--- src/rtl/chan_act_pkg.sv ---
package chan_act_pkg;

    localparam int unsigned NUM_CNT = 4;

    // Register word addresses (counters occupy CNT_BASE .. CNT_BASE+NUM_CNT-1)
    localparam int unsigned ADR_CTRL = 0;
    localparam int unsigned ADR_CNT_BASE = 1;
    localparam int unsigned ADR_IDLE = ADR_CNT_BASE + NUM_CNT;

    // Counter slot order; address = ADR_CNT_BASE + slot
    typedef enum logic [1:0] {
        SLOT_TOTAL = 2'd0,
        SLOT_BUSY  = 2'd1,
        SLOT_RXF   = 2'd2,
        SLOT_TXF   = 2'd3
    } cnt_slot_e;

    typedef struct packed {
        logic txf;
        logic rxf;
        logic busy;
    } chan_flags_t;

    // Per-slot increment qualifier: total counts always
    function automatic logic [NUM_CNT-1:0] slot_qualify(chan_flags_t f);
        logic [NUM_CNT-1:0] m;
        m = '0;
        m[SLOT_TOTAL] = 1'b1;
        m[SLOT_BUSY]  = f.busy;
        m[SLOT_RXF]   = f.rxf;
        m[SLOT_TXF]   = f.txf;
        return m;
    endfunction

endpackage

--- src/rtl/chan_act_counter.sv ---
module chan_act_counter #(
    parameter int unsigned W = 32
) (
    input  logic         clk,
    input  logic         rst,
    input  logic         ld,
    input  logic [W-1:0] ld_val,
    input  logic         en,
    output logic [W-1:0] q
);

    always_ff @(posedge clk) begin
        if (rst) begin
            q <= '0;
        end else if (ld) begin
            q <= ld_val;                // load wins over increment
        end else if (en) begin
            q <= q + W'(1);             // modulo 2^W
        end
    end

endmodule

--- src/rtl/chan_act_idle.sv ---
module chan_act_idle #(
    parameter int unsigned W = 32
) (
    input  logic [W-1:0] total,
    input  logic [W-1:0] rxf,
    input  logic [W-1:0] txf,
    output logic [W-1:0] idle
);

    localparam int unsigned XW = W + 1;

    logic [XW-1:0] used;
    logic [XW-1:0] tot_x;
    logic [XW-1:0] diff;

    always_comb begin
        used  = {1'b0, rxf} + {1'b0, txf};
        tot_x = {1'b0, total};
        diff  = tot_x - used;
        idle  = (used > tot_x) ? '0 : diff[W-1:0];
    end

endmodule

--- src/rtl/chan_act_regif.sv ---
module chan_act_regif
    import chan_act_pkg::*;
#(
    parameter int unsigned CNT_W  = 32,
    parameter int unsigned ADDR_W = 3
) (
    input  logic                           clk,
    input  logic                           rst,
    input  logic                           wr_en,
    input  logic                           rd_en,
    input  logic [ADDR_W-1:0]              addr,
    input  logic [CNT_W-1:0]               wdata,
    input  logic [NUM_CNT-1:0][CNT_W-1:0]  cnt_val,
    input  logic [CNT_W-1:0]               idle_val,
    output logic                           frz,
    output logic [NUM_CNT-1:0]             ld,
    output logic [CNT_W-1:0]               rdata,
    output logic                           rvalid
);

    logic             ctrl_hit;
    logic [CNT_W-1:0] rd_mux;

    assign ctrl_hit = wr_en && (addr == ADDR_W'(ADR_CTRL));

    always_comb begin
        for (int i = 0; i < NUM_CNT; i++) begin
            ld[i] = wr_en && (addr == ADDR_W'(ADR_CNT_BASE + i));
        end
    end

    always_comb begin
        rd_mux = '0;
        if (addr == ADDR_W'(ADR_CTRL)) begin
            rd_mux = {{(CNT_W-1){1'b0}}, frz};
        end
        for (int i = 0; i < NUM_CNT; i++) begin
            if (addr == ADDR_W'(ADR_CNT_BASE + i)) begin
                rd_mux = cnt_val[i];
            end
        end
        if (addr == ADDR_W'(ADR_IDLE)) begin
            rd_mux = idle_val;
        end
    end

    always_ff @(posedge clk) begin
        if (rst) begin
            frz    <= 1'b0;
            rdata  <= '0;
            rvalid <= 1'b0;
        end else begin
            if (ctrl_hit) begin
                frz <= wdata[0];
            end
            if (rd_en) begin
                rdata <= rd_mux;
            end
            rvalid <= rd_en;
        end
    end

endmodule

--- src/rtl/chan_activity_counters.sv ---
module chan_activity_counters
    import chan_act_pkg::*;
#(
    parameter int unsigned CNT_W  = 32,
    parameter int unsigned ADDR_W = 3
) (
    input  logic              clk,
    input  logic              rst,
    input  logic              chan_busy,
    input  logic              rx_active,
    input  logic              tx_active,
    input  logic              reg_wr_en,
    input  logic              reg_rd_en,
    input  logic [ADDR_W-1:0] reg_addr,
    input  logic [CNT_W-1:0]  reg_wdata,
    output logic [CNT_W-1:0]  reg_rdata,
    output logic              reg_rvalid,
    output logic [CNT_W-1:0]  idle_cycles
);

    chan_flags_t                    flags;
    logic                           frz;
    logic [NUM_CNT-1:0]             ld_vec;
    logic [NUM_CNT-1:0]             cnt_en;
    logic [NUM_CNT-1:0][CNT_W-1:0]  cnt_val;
    logic [CNT_W-1:0]               idle_val;

    assign flags  = '{txf: tx_active, rxf: rx_active, busy: chan_busy};
    assign cnt_en = frz ? '0 : slot_qualify(flags);

    for (genvar g = 0; g < NUM_CNT; g++) begin : g_cnt
        chan_act_counter #(.W(CNT_W)) u_cnt (
            .clk    (clk),
            .rst    (rst),
            .ld     (ld_vec[g]),
            .ld_val (reg_wdata),
            .en     (cnt_en[g]),
            .q      (cnt_val[g])
        );
    end

    chan_act_idle #(.W(CNT_W)) u_idle (
        .total (cnt_val[SLOT_TOTAL]),
        .rxf   (cnt_val[SLOT_RXF]),
        .txf   (cnt_val[SLOT_TXF]),
        .idle  (idle_val)
    );

    chan_act_regif #(.CNT_W(CNT_W), .ADDR_W(ADDR_W)) u_regif (
        .clk      (clk),
        .rst      (rst),
        .wr_en    (reg_wr_en),
        .rd_en    (reg_rd_en),
        .addr     (reg_addr),
        .wdata    (reg_wdata),
        .cnt_val  (cnt_val),
        .idle_val (idle_val),
        .frz      (frz),
        .ld       (ld_vec),
        .rdata    (reg_rdata),
        .rvalid   (reg_rvalid)
    );

    assign idle_cycles = idle_val;

endmodule

--- config.mk ---
export PLATFORM = sky130hd
export DESIGN_NAME = chan_activity_counters
export DESIGN_NICKNAME = d
export VERILOG_FILES = /design/src/rtl/chan_act_pkg.sv /design/src/rtl/chan_act_counter.sv /design/src/rtl/chan_act_idle.sv /design/src/rtl/chan_act_regif.sv /design/src/rtl/chan_activity_counters.sv
export SDC_FILE = /design/constraint.sdc
export NUM_CORES = 1
export LEC_CHECK = 0
export BUFFER_PORTS_ARGS = -buffer_cell sky130_fd_sc_hd__buf_2
export CAP_MARGIN = 20
export CORE_MARGIN = 10
export CORE_UTILIZATION = 35
export DETAILED_ROUTE_END_ITERATION = 10
export SETUP_SLACK_MARGIN = 0.1
export SLEW_MARGIN = 20
export SYNTH_ARGS = -nofsm -noshare
export SYNTH_HDL_FRONTEND = slang
export SYNTH_SLANG_ARGS = --single-unit
--- constraint.sdc ---
create_clock -name clk -period 6.2 [get_ports clk]
set_clock_uncertainty 0.05 [all_clocks]
set_input_delay 0 -clock clk [delete_from_list [all_inputs] [get_ports clk]]
set_output_delay 0 -clock clk [all_outputs]
set_load 0.01 [all_outputs]
==> results_dict.tcl <==
set metrics [dict create \
    start_kind "register" \
    globalRouteTotalUtil_pct 19.48 \
    finalSetupViolations 0 \
    synth_cell_types 77 \
    cts_sinks 162 \
    synth_edf_count 0 \
    cp_data_arrival_time_ns 5.77 \
    avgSynthCellArea_um2 7.785 \
    fin_ws_ns 0.3812 \
    routedWlPerCell_um 20.05 \
    worstReg2RegEnd "u_regif.rdata[15]" \
    crit_path_end "idle_cycles[2]" \
    hold_path_class "primary input to register" \
    final_layout_size_suffix_gt1_share_pct 11.53 \
    synth.area.top_cells "dfxtp_1, ha_1, a211oi_1" \
    async_reset_ff_share_pct 0 \
    fp.dieW_um 214.2 \
    final_cells 2298 \
    synthMuxAreaShare_pct 3.214 \
    min_period_ns 5.819 \
    tns_ns 0 \
    rsz0062_at_grt "no" \
    dieArea_um2 45870 \
    synthAdderAreaFrac_pct 9.691 \
    critPathKind "register to output port" \
    cp-startpoint "g_cnt[2].u_cnt.q[0]" \
    vias_per_cell 5.597 \
    synthSimpleGateAreaFrac_pct 22.21 \
    end_kind "output port" \
    start_util_pct 35.28 \
    ios 107 \
    synth_cells 1695 \
    synth_top_family_by_area "compound AO/OA/AOI/OAI gates" \
    synth_area_um2 13200 \
    final_nets 1917 \
    maxSlewHeadroom_pct 48.43 \
    worst_ep_required_time_ns 6.15 \
    fin_crit_sh_pct 93.85 \
    cts_buffers 17 \
    ys_warn_count 0 \
    yosysTopAreaCell "dfxtp_1" \
    path_clk_slew_ns 0.07 \
    fmax_ghz 0.1719 \
    io_buffers 106 \
    drtIter0Drc 1176 \
    synthXorXnorAreaFrac_pct 10.89 \
    firstDrtPassIters 5 \
    cap_violations 0 \
    status "completed" \
    vias 12863 \
    synthFlopType "dfxtp_1" \
    dp.cells 2232 \
    ir_worst_vdd_uv 188.2 \
    ff2ff_setup_slack_ns 0.51 \
    gp_congestion 0.9447 \
    drt_wl_total_um 46070 \
    tightest_slew_ns 0.7735 \
    grt_pass1_vias 12175 \
    clk_path_buf_depth 2 \
    synth_compound_area_share_pct 24.08 \
    overflow 0 \
    cts_tree "yes" \
    p_leak_nw 5.848 \
    antenna_found_initial 1 \
    cts-root-buf "clkbuf_16" \
    post-place-ws_ns 0.5298 \
    hpwl_um 35590 \
    synthToLayoutAreaGrowth_pct 14.79 \
    reg2reg_from "g_cnt[2].u_cnt.q[0]" \
    r2r.worst_path.cells 21 \
    clock_latency_ns 0.44 \
    ys_seq_area_share_pct 24.58 \
    core_um2 37400 \
    powerDensity_nw_per_um2 234.6 \
    stdcell_area_um2 15150 \
    drv_slew 0 \
    htree_levels 4 \
    die_height_um 214.2 \
    synth_top_area_share_pct 24.58 \
    place_area_um2 14140 \
    drtAntennaViolNets 0 \
    hold_viol 0 \
    path_max_fanout 52 \
    grt_pass1_wl_um 72090 \
    grt_max_degree 71 \
    finalPower_mw 3.553 \
    drc 0 \
    rows 71 \
    postCtsSetupRepairBufs 0 \
    mappedNetlistNets 1838 \
    ys_seq_elements 162 \
]
## metrics by stage
step                utilization, %  hold WS [ns]
finish                       40.50       0.05894
global route                 40.50       0.09980
CTS                          40.45       0.04909
detailed placement           37.80        0.2749
global placement             37.80        0.2658
floorplan                        -       0.09394
## flip-flops by register name, indices dropped and copies added (netlist names)
name	count
u_regif.frz	1
u_regif.rvalid	1
g_cnt.u_cnt.q	128
u_regif.rdata	32
## routing by layer
metal	GRT usage, %	wire length [um]	up-vias
met3	3.159	2910	47
met2	28.32	19140	411
met1	28.43	22910	6088
met5	0	0	-
met4	6.405	1118	0
li1	-	-	6317
## critical path, cell delays in order, from the launching register on
cell and delay (ns):
dfxtp_1 0.37, ha_1 0.26, fa_1 0.43, a211oi_2 0.27, o21ai_1 0.16, a31oi_2 0.26
o21ai_1 0.17, a31o_2 0.31, a21oi_1 0.22, nor2b_1 0.09, o21a_1 0.20, o31a_1 0.26
ha_2 0.43, nand4_2 0.14, or4_1 0.59, nor4_2 0.16, a211oi_1 0.09, o21ai_2 0.10
o311ai_4 0.14, buf_12 0.22, nor3_2 0.23, buf_2 0.18
## placed cells by master, fill, tap and decap left out, types with 17 or more instances in the layout
| cell | count |
|---|---|
| nand2b_1 | 19 |
| a22oi_1 | 23 |
| nand2_1 | 103 |
| dfxtp_1 | 162 |
| nor2_1 | 222 |
| nand3_1 | 55 |
| buf_2 | 105 |
| clkbuf_16 | 17 |
| dlygate4sd3_1 | 34 |
| and3_1 | 24 |
| mux2i_1 | 39 |
| nor3_1 | 41 |
| a21oi_1 | 86 |
| o221ai_1 | 26 |
| o21ai_0 | 51 |
| nor2b_1 | 26 |
| a311oi_1 | 18 |
| xor2_1 | 80 |
| a211oi_1 | 119 |
| ha_1 | 98 |
| buf_4 | 19 |
| inv_1 | 82 |
| nand4_1 | 36 |
| xnor2_1 | 84 |
## how the worst min path moves through the flow
stage,startpoint,to,slack (ns),depth (start not counted)
floorplan,reg_wdata[0],g_cnt[0].u_cnt.q[0],0.09,2
global placement,reg_wdata[0],u_regif.frz,0.27,3
detailed placement,reg_wdata[0],u_regif.frz,0.27,3
CTS,chan_busy,g_cnt[1].u_cnt.q[0],0.05,4
global route,chan_busy,g_cnt[1].u_cnt.q[0],0.1,4
finish,chan_busy,g_cnt[1].u_cnt.q[0],0.06,4
## report_power, final
group	internal, mW	switching [mW]	total, mW
combinational	0.466	0.732	1.20
sequential	1.09	0.0645	1.15
clock	0.727	0.475	1.20
## cell type report
class | instances | area, um^2
diodes | 1 | 2.502
clock buffers | 19 | 442.9
inverters | 82 | 307.8
multi-input cells | 1352 | 9278
repair buffers | 159 | 1028
well taps | 511 | 639.4
flip-flops and latches | 162 | 3243
fillers | 3874 | 22250
clock inverters | 12 | 205.2
## repair_timing
action / 4_1_cts / 5_1_grt
gates resized for setup: 0 / 4
hold buffers: 34 / 0
hold endpoints to repair: 136 / 0
setup endpoints to repair: 0 / 4
## cells in the mapped netlist, types with 42 or more instances
library cell	count
clkbuf_1	77
xnor2_1	84
inv_1	82
a21oi_1	86
nand3_1	57
nor3_1	42
dfxtp_1	162
a211oi_1	119
nand2_1	104
xor2_1	80
o21ai_0	51
ha_1	99
nor2_1	222
## cells by family (layout without fill, tap and decap cells)
family | after synthesis | count (layout)
multiplexers | 41 | 41
XOR/XNOR | 164 | 164
flip-flops | 162 | 162
buffers and inverters | 181 | 272
adder cells (fa/ha/maj) | 101 | 101
AO/OA/AOI/OAI | 441 | 441
other | 0 | 1
AND/OR/NAND/NOR | 605 | 605
Power figures use the tool's default switching activity.
